### src/rtl/chain_dma_pkg.sv
package chain_dma_pkg;

    // record slot geometry
    localparam int unsigned SLOT_WORDS  = 8;
    localparam int unsigned ALIGN_W     = $clog2(SLOT_WORDS);
    localparam int unsigned FETCH_WORDS = 4;
    localparam int unsigned IDX_W       = $clog2(FETCH_WORDS);

    // word positions inside a record
    localparam int W_LINK = 0;
    localparam int W_SRC  = 1;
    localparam int W_DST  = 2;
    localparam int W_CNT  = 3;

    // register offsets
    localparam logic [1:0] RA_CTRL = 2'd0;
    localparam logic [1:0] RA_STAT = 2'd1;
    localparam logic [1:0] RA_NEXT = 2'd2;
    localparam logic [1:0] RA_CUR  = 2'd3;

    // control and status bit positions
    localparam int CTL_EN    = 0;
    localparam int CTL_RST   = 1;
    localparam int ST_BUSY   = 0;
    localparam int ST_ALIGN  = 1;
    localparam int ST_BUSERR = 2;

    typedef enum logic [2:0] {
        S_IDLE,
        S_FETCH_DESC,
        S_SETUP,
        S_READ_DATA,
        S_WRITE_DATA,
        S_SUSPENDED,
        S_DONE
    } dma_state_e;

    function automatic logic slot_aligned(input logic [ALIGN_W-1:0] low_bits);
        return low_bits == '0;
    endfunction

endpackage

### src/rtl/chain_dma_regs.sv
module chain_dma_regs
    import chain_dma_pkg::*;
#(
    parameter int DW = 32,
    parameter int AW = 16
) (
    input  logic          clk,
    input  logic          rst,
    input  logic          reg_wr,
    input  logic [1:0]    reg_addr,
    input  logic [DW-1:0] reg_wdata,
    output logic [DW-1:0] reg_rdata,
    input  logic          active,
    input  logic          set_align,
    input  logic          set_bus,
    input  logic          load_en,
    input  logic [AW-1:0] load_cur,
    input  logic [AW-1:0] load_next,
    output logic          ctl_enable,
    output logic          start,
    output logic          start_resume,
    output logic [AW-1:0] next_addr,
    output logic [AW-1:0] cur_addr,
    output logic          err_align,
    output logic          err_bus
);

    logic ctl_restart;
    logic ctrl_hit, stat_hit, next_hit;
    logic unused_wdata;

    assign ctrl_hit     = reg_wr && (reg_addr == RA_CTRL);
    assign stat_hit     = reg_wr && (reg_addr == RA_STAT);
    assign next_hit     = reg_wr && (reg_addr == RA_NEXT);
    assign unused_wdata = ^reg_wdata[DW-1:AW];

    always_ff @(posedge clk) begin
        if (rst) begin
            ctl_enable   <= 1'b0;
            ctl_restart  <= 1'b0;
            start        <= 1'b0;
            start_resume <= 1'b0;
            next_addr    <= '0;
            cur_addr     <= '0;
            err_align    <= 1'b0;
            err_bus      <= 1'b0;
        end else begin
            start <= 1'b0;
            if (ctrl_hit) begin
                ctl_enable  <= reg_wdata[CTL_EN];
                ctl_restart <= reg_wdata[CTL_RST];
                if (reg_wdata[CTL_EN] && !active && !err_align && !err_bus && !start) begin
                    start        <= 1'b1;
                    start_resume <= reg_wdata[CTL_RST];
                end
            end
            err_align <= set_align | (err_align & ~(stat_hit & reg_wdata[ST_ALIGN]));
            err_bus   <= set_bus   | (err_bus   & ~(stat_hit & reg_wdata[ST_BUSERR]));
            if (load_en) begin
                cur_addr  <= load_cur;
                next_addr <= load_next;
            end else if (next_hit) begin
                next_addr <= reg_wdata[AW-1:0];
            end
        end
    end

    always_comb begin
        reg_rdata = '0;
        unique case (reg_addr)
            RA_CTRL: begin
                reg_rdata[CTL_EN]  = ctl_enable;
                reg_rdata[CTL_RST] = ctl_restart;
            end
            RA_STAT: begin
                reg_rdata[ST_BUSY]   = active;
                reg_rdata[ST_ALIGN]  = err_align;
                reg_rdata[ST_BUSERR] = err_bus;
            end
            RA_NEXT: reg_rdata = DW'(next_addr);
            default: reg_rdata = DW'(cur_addr);
        endcase
    end

endmodule

### src/rtl/chain_dma_engine.sv
module chain_dma_engine
    import chain_dma_pkg::*;
#(
    parameter int DW    = 32,
    parameter int AW    = 16,
    parameter int CNT_W = 16
) (
    input  logic          clk,
    input  logic          rst,
    input  logic          start,
    input  logic          start_resume,
    input  logic          enable,
    input  logic [AW-1:0] next_addr,
    input  logic [AW-1:0] cur_addr,
    output logic          dsc_req,
    output logic [AW-1:0] dsc_addr,
    input  logic          dsc_valid,
    input  logic          dsc_err,
    input  logic [DW-1:0] dsc_data,
    output logic          mem_req,
    output logic          mem_we,
    output logic [AW-1:0] mem_addr,
    output logic [DW-1:0] mem_wdata,
    input  logic          mem_ack,
    input  logic          mem_err,
    input  logic [DW-1:0] mem_rdata,
    output logic          active,
    output logic          set_align,
    output logic          set_bus,
    output logic          load_en,
    output logic [AW-1:0] load_cur,
    output logic [AW-1:0] load_next
);

    localparam int USED_W = (AW > CNT_W) ? AW : CNT_W;

    typedef struct packed {
        logic [AW-1:0]    link;
        logic [AW-1:0]    src;
        logic [AW-1:0]    dst;
        logic [CNT_W-1:0] cnt;
    } desc_t;

    dma_state_e       state;
    desc_t            desc;
    logic [AW-1:0]    base;
    logic [IDX_W-1:0] idx;
    logic [DW-1:0]    data_q;

    logic [AW-1:0] start_addr;
    logic          last_beat, chain_go, link_zero, link_ok;
    dma_state_e    chain_state, data_state;
    logic          unused_dsc;

    assign unused_dsc = ^dsc_data[DW-1:USED_W];

    always_comb begin
        start_addr  = start_resume ? cur_addr : next_addr;
        last_beat   = (state == S_WRITE_DATA) && mem_ack && !mem_err && (desc.cnt == CNT_W'(1));
        chain_go    = ((state == S_SETUP) && (desc.cnt == '0)) || last_beat;
        link_zero   = (desc.link == '0);
        link_ok     = slot_aligned(desc.link[ALIGN_W-1:0]);
        chain_state = link_zero ? S_DONE : (link_ok ? S_FETCH_DESC : S_IDLE);
        data_state  = enable ? S_READ_DATA : S_SUSPENDED;
        set_align   = ((state == S_IDLE) && start && !slot_aligned(start_addr[ALIGN_W-1:0]))
                    || (chain_go && !link_zero && !link_ok);
        set_bus     = ((state == S_FETCH_DESC) && dsc_valid && dsc_err)
                    || (mem_req && mem_ack && mem_err);
    end

    assign active    = (state != S_IDLE) && (state != S_DONE);
    assign dsc_req   = (state == S_FETCH_DESC);
    assign dsc_addr  = base | AW'(idx);
    assign mem_req   = (state == S_READ_DATA) || (state == S_WRITE_DATA);
    assign mem_we    = (state == S_WRITE_DATA);
    assign mem_addr  = mem_we ? desc.dst : desc.src;
    assign mem_wdata = data_q;
    assign load_en   = (state == S_SETUP);
    assign load_cur  = base;
    assign load_next = desc.link;

    always_ff @(posedge clk) begin
        if (rst) begin
            state  <= S_IDLE;
            desc   <= '0;
            base   <= '0;
            idx    <= '0;
            data_q <= '0;
        end else begin
            unique case (state)
                S_IDLE: begin
                    if (start && slot_aligned(start_addr[ALIGN_W-1:0])) begin
                        state <= S_FETCH_DESC;
                        base  <= start_addr;
                        idx   <= '0;
                    end
                end
                S_FETCH_DESC: begin
                    if (dsc_valid) begin
                        if (dsc_err) begin
                            state <= S_IDLE;
                        end else begin
                            case (int'(idx))
                                W_LINK:  desc.link <= dsc_data[AW-1:0];
                                W_SRC:   desc.src  <= dsc_data[AW-1:0];
                                W_DST:   desc.dst  <= dsc_data[AW-1:0];
                                default: desc.cnt  <= dsc_data[CNT_W-1:0];
                            endcase
                            if (idx == IDX_W'(FETCH_WORDS - 1)) state <= S_SETUP;
                            else                                idx   <= idx + 1'b1;
                        end
                    end
                end
                S_SETUP: begin
                    if (desc.cnt == '0) begin
                        state <= chain_state;
                        base  <= desc.link;
                        idx   <= '0;
                    end else begin
                        state <= data_state;
                    end
                end
                S_READ_DATA: begin
                    if (mem_ack) begin
                        if (mem_err) begin
                            state <= S_IDLE;
                        end else begin
                            data_q <= mem_rdata;
                            state  <= S_WRITE_DATA;
                        end
                    end
                end
                S_WRITE_DATA: begin
                    if (mem_ack) begin
                        if (mem_err) begin
                            state <= S_IDLE;
                        end else begin
                            desc.cnt <= desc.cnt - 1'b1;
                            desc.src <= desc.src + 1'b1;
                            desc.dst <= desc.dst + 1'b1;
                            if (last_beat) begin
                                state <= chain_state;
                                base  <= desc.link;
                                idx   <= '0;
                            end else begin
                                state <= data_state;
                            end
                        end
                    end
                end
                S_SUSPENDED: begin
                    if (enable) state <= S_READ_DATA;
                end
                default: state <= S_IDLE;
            endcase
        end
    end

endmodule

### src/rtl/chain_dma.sv
module chain_dma
    import chain_dma_pkg::*;
#(
    parameter int DW    = 32,
    parameter int AW    = 16,
    parameter int CNT_W = 16
) (
    input  logic          clk,
    input  logic          rst,
    input  logic          reg_wr,
    input  logic [1:0]    reg_addr,
    input  logic [DW-1:0] reg_wdata,
    output logic [DW-1:0] reg_rdata,
    output logic          dsc_req,
    output logic [AW-1:0] dsc_addr,
    input  logic          dsc_valid,
    input  logic          dsc_err,
    input  logic [DW-1:0] dsc_data,
    output logic          mem_req,
    output logic          mem_we,
    output logic [AW-1:0] mem_addr,
    output logic [DW-1:0] mem_wdata,
    input  logic          mem_ack,
    input  logic          mem_err,
    input  logic [DW-1:0] mem_rdata
);

    logic          active, set_align, set_bus, load_en;
    logic [AW-1:0] load_cur, load_next, next_addr, cur_addr;
    logic          ctl_enable, start, start_resume, err_align, err_bus;

    chain_dma_regs #(.DW(DW), .AW(AW)) u_regs (
        .clk(clk), .rst(rst),
        .reg_wr(reg_wr), .reg_addr(reg_addr), .reg_wdata(reg_wdata), .reg_rdata(reg_rdata),
        .active(active), .set_align(set_align), .set_bus(set_bus),
        .load_en(load_en), .load_cur(load_cur), .load_next(load_next),
        .ctl_enable(ctl_enable), .start(start), .start_resume(start_resume),
        .next_addr(next_addr), .cur_addr(cur_addr),
        .err_align(err_align), .err_bus(err_bus)
    );

    chain_dma_engine #(.DW(DW), .AW(AW), .CNT_W(CNT_W)) u_engine (
        .clk(clk), .rst(rst),
        .start(start), .start_resume(start_resume), .enable(ctl_enable),
        .next_addr(next_addr), .cur_addr(cur_addr),
        .dsc_req(dsc_req), .dsc_addr(dsc_addr), .dsc_valid(dsc_valid),
        .dsc_err(dsc_err), .dsc_data(dsc_data),
        .mem_req(mem_req), .mem_we(mem_we), .mem_addr(mem_addr), .mem_wdata(mem_wdata),
        .mem_ack(mem_ack), .mem_err(mem_err), .mem_rdata(mem_rdata),
        .active(active), .set_align(set_align), .set_bus(set_bus),
        .load_en(load_en), .load_cur(load_cur), .load_next(load_next)
    );

endmodule

### config.mk
export PLATFORM = sky130hd
export DESIGN_NAME = chain_dma
export DESIGN_NICKNAME = d
export VERILOG_FILES = /design/src/rtl/chain_dma_pkg.sv /design/src/rtl/chain_dma_regs.sv /design/src/rtl/chain_dma_engine.sv /design/src/rtl/chain_dma.sv
export SDC_FILE = /design/constraint.sdc
export NUM_CORES = 1
export LEC_CHECK = 0
export BUFFER_PORTS_ARGS = -buffer_cell sky130_fd_sc_hd__buf_2
export CAP_MARGIN = 20
export CORE_UTILIZATION = 50
export DETAILED_ROUTE_END_ITERATION = 10
export PLACE_DENSITY = 0.81
export SETUP_SLACK_MARGIN = 0.5
export SLEW_MARGIN = 0
export SYNTH_ARGS = -nofsm -noshare
export SYNTH_HDL_FRONTEND = slang
export SYNTH_SLANG_ARGS = --single-unit
### constraint.sdc
create_clock -name clk -period 2.43 [get_ports clk]
set_input_delay 0.6075 -clock clk [delete_from_list [all_inputs] [get_ports clk]]
set_output_delay 0.6075 -clock clk [all_outputs]
set_load 0.02 [all_outputs]
==> impl_metrics.yaml, run 1 <==
status:
  outcome: "finished, violations left"
  violations: "setup timing"
critical_path:
  r2r_slack_ns: -0.31
  path_buf_inv: 8
  crit_chain: "or3b_4, buf_6, buf_6, buf_6, buf_6, buf_6, buf_6, nor2_4, buf_6, or2_4, nor2_4, a2111oi_2, buf_2"
  worstPathArrival_ns: 3.13
  critPathMaxStageDelay_ns: 0.47
  crit_fanout: 7
  cp_top_family: "buffers and inverters"
  start_kind: "flip-flop"
  criticalPathCategory: "flip-flop to flip-flop"
  cp_slowest_cell: "or3b_4"
  end_kind: "flip-flop"
  required_ns: 2.82
  path_common_cell: "buf_6"
route:
  antenna_left: 0
  vias: 10848
  wl_per_cell_um: 24.8
  vias_per_cell: 6.92
  dr.pass1.iters: 9
  route.detailed.drc: 0
  wl_um: 38900
  drt_iter0_markers: 2405
yosys:
  synth_ff_type: "dfxtp_1"
  synthSimpleGateAreaFrac_pct: 26.2
  synth_seq_cells: 155
  postSynthCellCount: 1134
  synth_xor_area_share_pct: 0
  yosysSeqAreaShare_pct: 36.5
  async_reset_ff_share_pct: 0
  synth.avg_cell_area_um2: 7.49
  synthMuxAreaShare_pct: 4.80
  synth_top_family_by_area: "simple AND/OR/NAND/NOR gates"
  synth-compound-area-share_pct: 23.6
  synth_edf_count: 0
  ys_types: 66
  ys_warn_count: 0
  netlist_area_um2: 8490
  synthAdderAreaFrac_pct: 1.47
finish:
  nets: 1448
  area_growth_pct: 49.2
  final_layout_size_suffix_gt1_share_pct: 38.7
  layout_commonest_cell: "nand2_1"
  layout_common_cells: "nand2_1 (175), dfxtp_1 (139), buf_2 (124), a21oi_1 (103), nor2_1 (69)"
  finish.utilization_pct: 76.4
clocking:
  cts_root_buffer: "clkbuf_16"
  cts_buffers: 17
  cts_tree: "built"
  cts.path.max_buffers: 2
  clkSinkCount: 155
  hold_buffers: 0
  clock_latency_ns: 0.45
  clk_pin_slew_worst_paths_ns: 0.09
  h-tree-depth: 4
global_routing:
  grtUsageTotal_pct: 36.8
  grt_overflow_total: 0
  grt_max_degree: 73
  grt_pass1_wl_um: 51000
  antenna_found_initial: 1
  grt_pass1_vias: 9541
timing:
  slew_headroom_pct: 42.7
  fin_crit_ns: 2.74
  worst_pin_slew_ns: 0.860
  fin_ws_ns: -0.305
  hold_viol_final: 0
  slew_viol_final: 0
  clock.fmax_ghz: 0.366
  setup_viol: 48
  fin_setup_tns_ns: -4.83
  fin_crit_sh_pct: 113
  rsz0062_at_grt: "yes"
  final.setup_skew_ns: 0.0215
power_and_ir_drop:
  vdd_drop_max_v: 0.000580
  leakage_nw: 5.05
  p_total_w: 0.00601
  power_frac_clock_pct: 46.2
  combPwrFrac_pct: 10.7
  p_sw_w: 0.00162
  p_seq_share_pct: 43.2
  p_int_w: 0.00438
  power_density_nw_per_um2: 474
  p_sw_share_pct: 27.0
job:
  maxCapViolCount: 0
placement:
  dp_slack_ns: 0.162
  hpwl_um: 16900
  place.gp.congestion: 0.929
  port_buffers: 155
die:
  num_rows: 47
  dieArea_um2: 17500
  die_w_um: 132
  ioPinCount: 204
  start_util_pct: 51.2
  die_height_um: 132
  core_um2: 16600
worst_hold_path:
  hold_path.class: "primary input to flip-flop"
cell families (layout without fill, tap and decap cells):
| logic type | count (synthesis) | after routing |
|---|---|---|
| compound gates | 314 | 315 |
| mux | 38 | 38 |
| fa+ha+maj | 10 | 10 |
| buf+inv | 129 | 324 |
| other cells | 1 | 18 |
| simple gates | 487 | 488 |
| flops | 155 | 155 |
metrics by stage:
| stage | cells | instance area, um2 | hold slack [ns] |
|---|---|---|---|
| floorplan | 1149 | 9040 | 0.440 |
| global placement | 1444 | 9750 | 0.438 |
| detailed placement | 1444 | 9750 | 0.444 |
| CTS | 1537 | 12000 | 0.402 |
| global route | 1566 | 12700 | 0.399 |
| finish | 1568 | 12700 | 0.397 |
registers in the layout, summed over array words and instances, names as in the netlist:
signal / count
u_engine.desc: 48
u_engine.mem_wdata: 32
u_engine.load_cur: 16
u_engine.load_next: 16
u_regs.cur_addr: 16
u_regs.next_addr: 16
u_engine.state: 3
u_engine.idx: 2
u_regs.ctl_enable: 1
u_regs.ctl_restart: 1
u_regs.err_align: 1
u_regs.err_bus: 1
u_regs.start: 1
u_regs.start_resume: 1
power groups by stage:
| stage | Sequential (W) | Clock [W] | Combinational, W |
|---|---|---|---|
| after floorplan | 0.00264 | 0 | 0.000331 |
| after global placement | 0.00265 | 0 | 0.000475 |
| after detailed placement | 0.00265 | 0 | 0.000481 |
| after CTS | 0.00259 | 0.00271 | 0.000546 |
| after global routing | 0.00259 | 0.00287 | 0.000666 |
| final | 0.00259 | 0.00277 | 0.000641 |
layer usage:
metal / part of all wire (%) / vias to the layer above / GRT usage (%)
met4: 9.2 / 2 / 22.5
met1: 34 / 4873 / 45.1
met5: 0.14 / - / 0
met2: 42 / 1154 / 56.8
li1: - / 4408 / -
met3: 15 / 411 / 11.2
repair_timing:
action,in CTS,in global routing
pin swaps,86,47
buffers inserted,46,25
setup endpoints to repair,125,134
cloned,15,3
gates resized for setup,259,101
final timing paths:
kind                                              from                     end  depth (start not counted)
worst min-delay path                     mem_rdata[20]  u_engine.mem_wdata[20]                          3
worst min register to register  u_engine.mem_wdata[24]  u_engine.mem_wdata[24]                          2
worst max register to register       u_engine.state[1]       u_engine.desc[40]                         13
worst max-delay path                 u_engine.state[1]       u_engine.desc[40]                         13
cells in the mapped netlist (all sizes together) (8+ instances only):
cell type,instances,area share (%)
o21ai,47,2.8
and2,11,0.81
a21oi,126,7.4
clkbuf,59,2.6
nand3,31,1.8
nor4,12,0.88
buf,56,4.1
nand2,231,10
o31ai,8,0.71
ha,10,1.5
dfxtp,155,37
inv,14,0.62
nor2b,17,1.3
a311oi,18,1.9
a211oi,15,1.3
nor2,81,3.6
o21a,36,3.2
mux2i,34,4.0
nor3,50,2.9
final cells by class:
cell class | instances | area (um2)
Multi-Input combinational cell | 867 | 6060
Fill cell | 967 | 3910
Sequential cell | 155 | 3140
Timing Repair Buffer | 278 | 2530
Clock buffer | 21 | 460
Tap cell | 220 | 275
Clock inverter | 11 | 135
Inverter | 14 | 60.1
Antenna cell | 2 | 5.00
worst reg2reg max path, cell delays in order, from the launching register on:
cell       delay (ns)
dfxtp_4          0.37
or3b_4           0.47
buf_6            0.15
buf_6            0.12
buf_6            0.11
buf_6            0.11
buf_6            0.11
buf_6            0.11
nor2_4           0.13
buf_6            0.13
or2_4            0.18
nor2_4           0.06
a2111oi_2        0.40
buf_2            0.23
(Power assumes the default switching activity.)
==> run 2, diff against run 1 <==
==> constraint.sdc (replaced) <==
create_clock -name clk -period 3.2 [get_ports clk]
set_input_delay 0.48 -clock clk [delete_from_list [all_inputs] [get_ports clk]]
set_output_delay 0.48 -clock clk [all_outputs]
set_load 0.02 [all_outputs]
==> run 2 against run 1 <==
Against the previous run:
- the flow now finishes without violations
- via count shrank 20%
- die area is the same
- core utilization shrank 16 points
- largest cell class unchanged
- largest power group unchanged
- highest routed layer is now met4
==> impl_metrics.yaml, run 2 (synthesis results as in run 1) <==
finish:
  multi_input_area_um2: 4860
  area_growth_pct: 17.2
  layout_common_cells: "nand2_1 (231), buf_2 (154), dfxtp_1 (153), a21oi_1 (126), nor2_1 (79)"
  nets: 1347
  top_register: "u_engine.desc"
  antenna_cells: 0
  fin_cells: 1465
  regArea_um2: 3110
  layout_commonest_cell: "nand2_1"
  fillers: 1527
  largest_reg_flops: 48
  fin_area_um2: 9950
  final_layout_size_suffix_gt1_share_pct: 18.6
timing:
  worst_pin_slew_ns: 1.06
  fin_setup_tns_ns: 0
  final.setup_skew_ns: 0.00698
  slew_viol_final: 0
  fin_crit_sh_pct: 81.1
  rsz0062_at_grt: "no"
  slew_headroom_pct: 29.2
  hold_viol_final: 0
  clock.fmax_ghz: 0.385
  setup_viol: 0
  fin_crit_ns: 2.60
power_and_ir_drop:
  leakage_nw: 3.96
  vdd_drop_max_v: 0.000368
  power_density_nw_per_um2: 463
clocking:
  hold_buffers: 0
  clock_latency_ns: 0.42
  clkSinkCount: 155
  clk_pin_slew_worst_paths_ns: 0.06
  h-tree-depth: 4
  cts.path.max_buffers: 2
  cts_buffers: 17
  cts_tree: "built"
  post-cts-setup-buffer-count: 0
  cts_root_buffer: "clkbuf_16"
placement:
  dp_cells: 1432
  place.gp.congestion: 0.922
  hpwl_um: 16900
  place_area_um2: 9260
  port_buffers: 155
die:
  die_w_um: 132
  core_um2: 16600
  num_rows: 47
  ioPinCount: 204
  die_height_um: 132
  dieArea_um2: 17500
  start_util_pct: 51.2
status:
  outcome: "complete, no violations"
route:
  vias: 8671
  antenna_left: 0
  drt_iter0_markers: 938
  wl_um: 24800
  dr.pass1.iters: 7
  vias_per_cell: 5.92
  wl_per_cell_um: 16.9
  route.detailed.drc: 0
worst_hold_path:
  min_path_cells: 3
  whs_endpoint: "u_engine.mem_wdata[7]"
  hold_path.class: "primary input to flip-flop"
  hp-start: "mem_rdata[7]"
critical_path:
  critPathMaxStageDelay_ns: 0.51
  cp_top_family: "buffers and inverters"
  r2r_start: "u_regs.start_resume"
  r2r_slack_ns: 0.79
  required_ns: 2.72
  start_kind: "flip-flop"
  cp_slowest_cell: "or3b_4"
  r2r-end: "u_engine.idx[0]"
  crit_fanout: 35
  crit_chain: "or3b_4, inv_4, buf_12, nand2_1, o21ai_1, buf_2"
  path_buf_inv: 3
  end_kind: "primary output"
  worstPathArrival_ns: 2.12
  criticalPathCategory: "flip-flop to primary output"
  worst-r2r-cell-count: 6
global_routing:
  grtUsageTotal_pct: 27.9
  grt_pass1_vias: 7784
  antenna_found_initial: 0
  grt_pass1_wl_um: 39300
  grt_overflow_total: 0
  grt_max_degree: 62
job:
  maxCapViolCount: 0
run 2: metal layers:
metal | share of wire (%) | global-route usage, %
met3 | 9.4 | 7.77
met1 | 43 | 36.9
met4 | 3.2 | 11.2
met5 | 0 | 0
met2 | 44 | 42.8
run 2: cell type report:
type	count	share of cell area [%]
Multi-Input combinational cell	865	48.8
Sequential cell	155	31.2
Timing Repair Buffer	179	9.98
Clock buffer	19	4.55
Tap cell	220	2.77
Clock inverter	13	2.11
Inverter	14	0.553
run 2: worst max path at each step:
stage                            startpoint                 to  slack (ns)  depth (start not counted)
after floorplan           u_engine.state[0]       mem_addr[10]        0.79                          8
after global placement    u_engine.state[2]  u_engine.desc[47]        0.64                          6
after detailed placement  u_engine.state[2]  u_engine.desc[47]        0.58                          6
after CTS                 u_engine.state[2]        mem_addr[6]        0.57                          6
after global routing      u_engine.state[2]        mem_addr[6]        0.53                          6
final                     u_engine.state[2]        mem_addr[6]        0.60                          6
run 2: stage by stage:
step | setup slack, ns | hold WS, ns | total power, W | util [%]
after detailed placement | 0.581 | 0.443 | 0.00236 | 55.8
after CTS | 0.566 | 0.276 | 0.00463 | 59.9
after floorplan | 0.788 | 0.440 | 0.00225 | -
final | 0.605 | 0.289 | 0.00461 | 60.0
after global routing | 0.533 | 0.279 | 0.00474 | 60.0
after global placement | 0.641 | 0.438 | 0.00235 | 55.8
run 2: what timing repair did:
action | in CTS | in global routing
gates resized for setup | 4 | 2
endpoints found under the setup margin | 17 | 12
gates cloned | 0 | 0
endpoints found under the hold margin | 0 | 0
run 2: where the power goes:
part | internal (W) | switching, W
Sequential | 0.00195 | 0.0000204
Clock | 0.00143 | 0.000853
Combinational | 0.000122 | 0.000233
Total | 0.00350 | 0.00111
run 2: worst reg2reg max path, delay by kind of cell, from the launching register on:
family	cells	cell delay [ns]
AOI/OAI and AO/OA	3	0.42
buffers and inverters	1	0.24
and+or+nand+nor	2	1.03
DFF	1	0.64
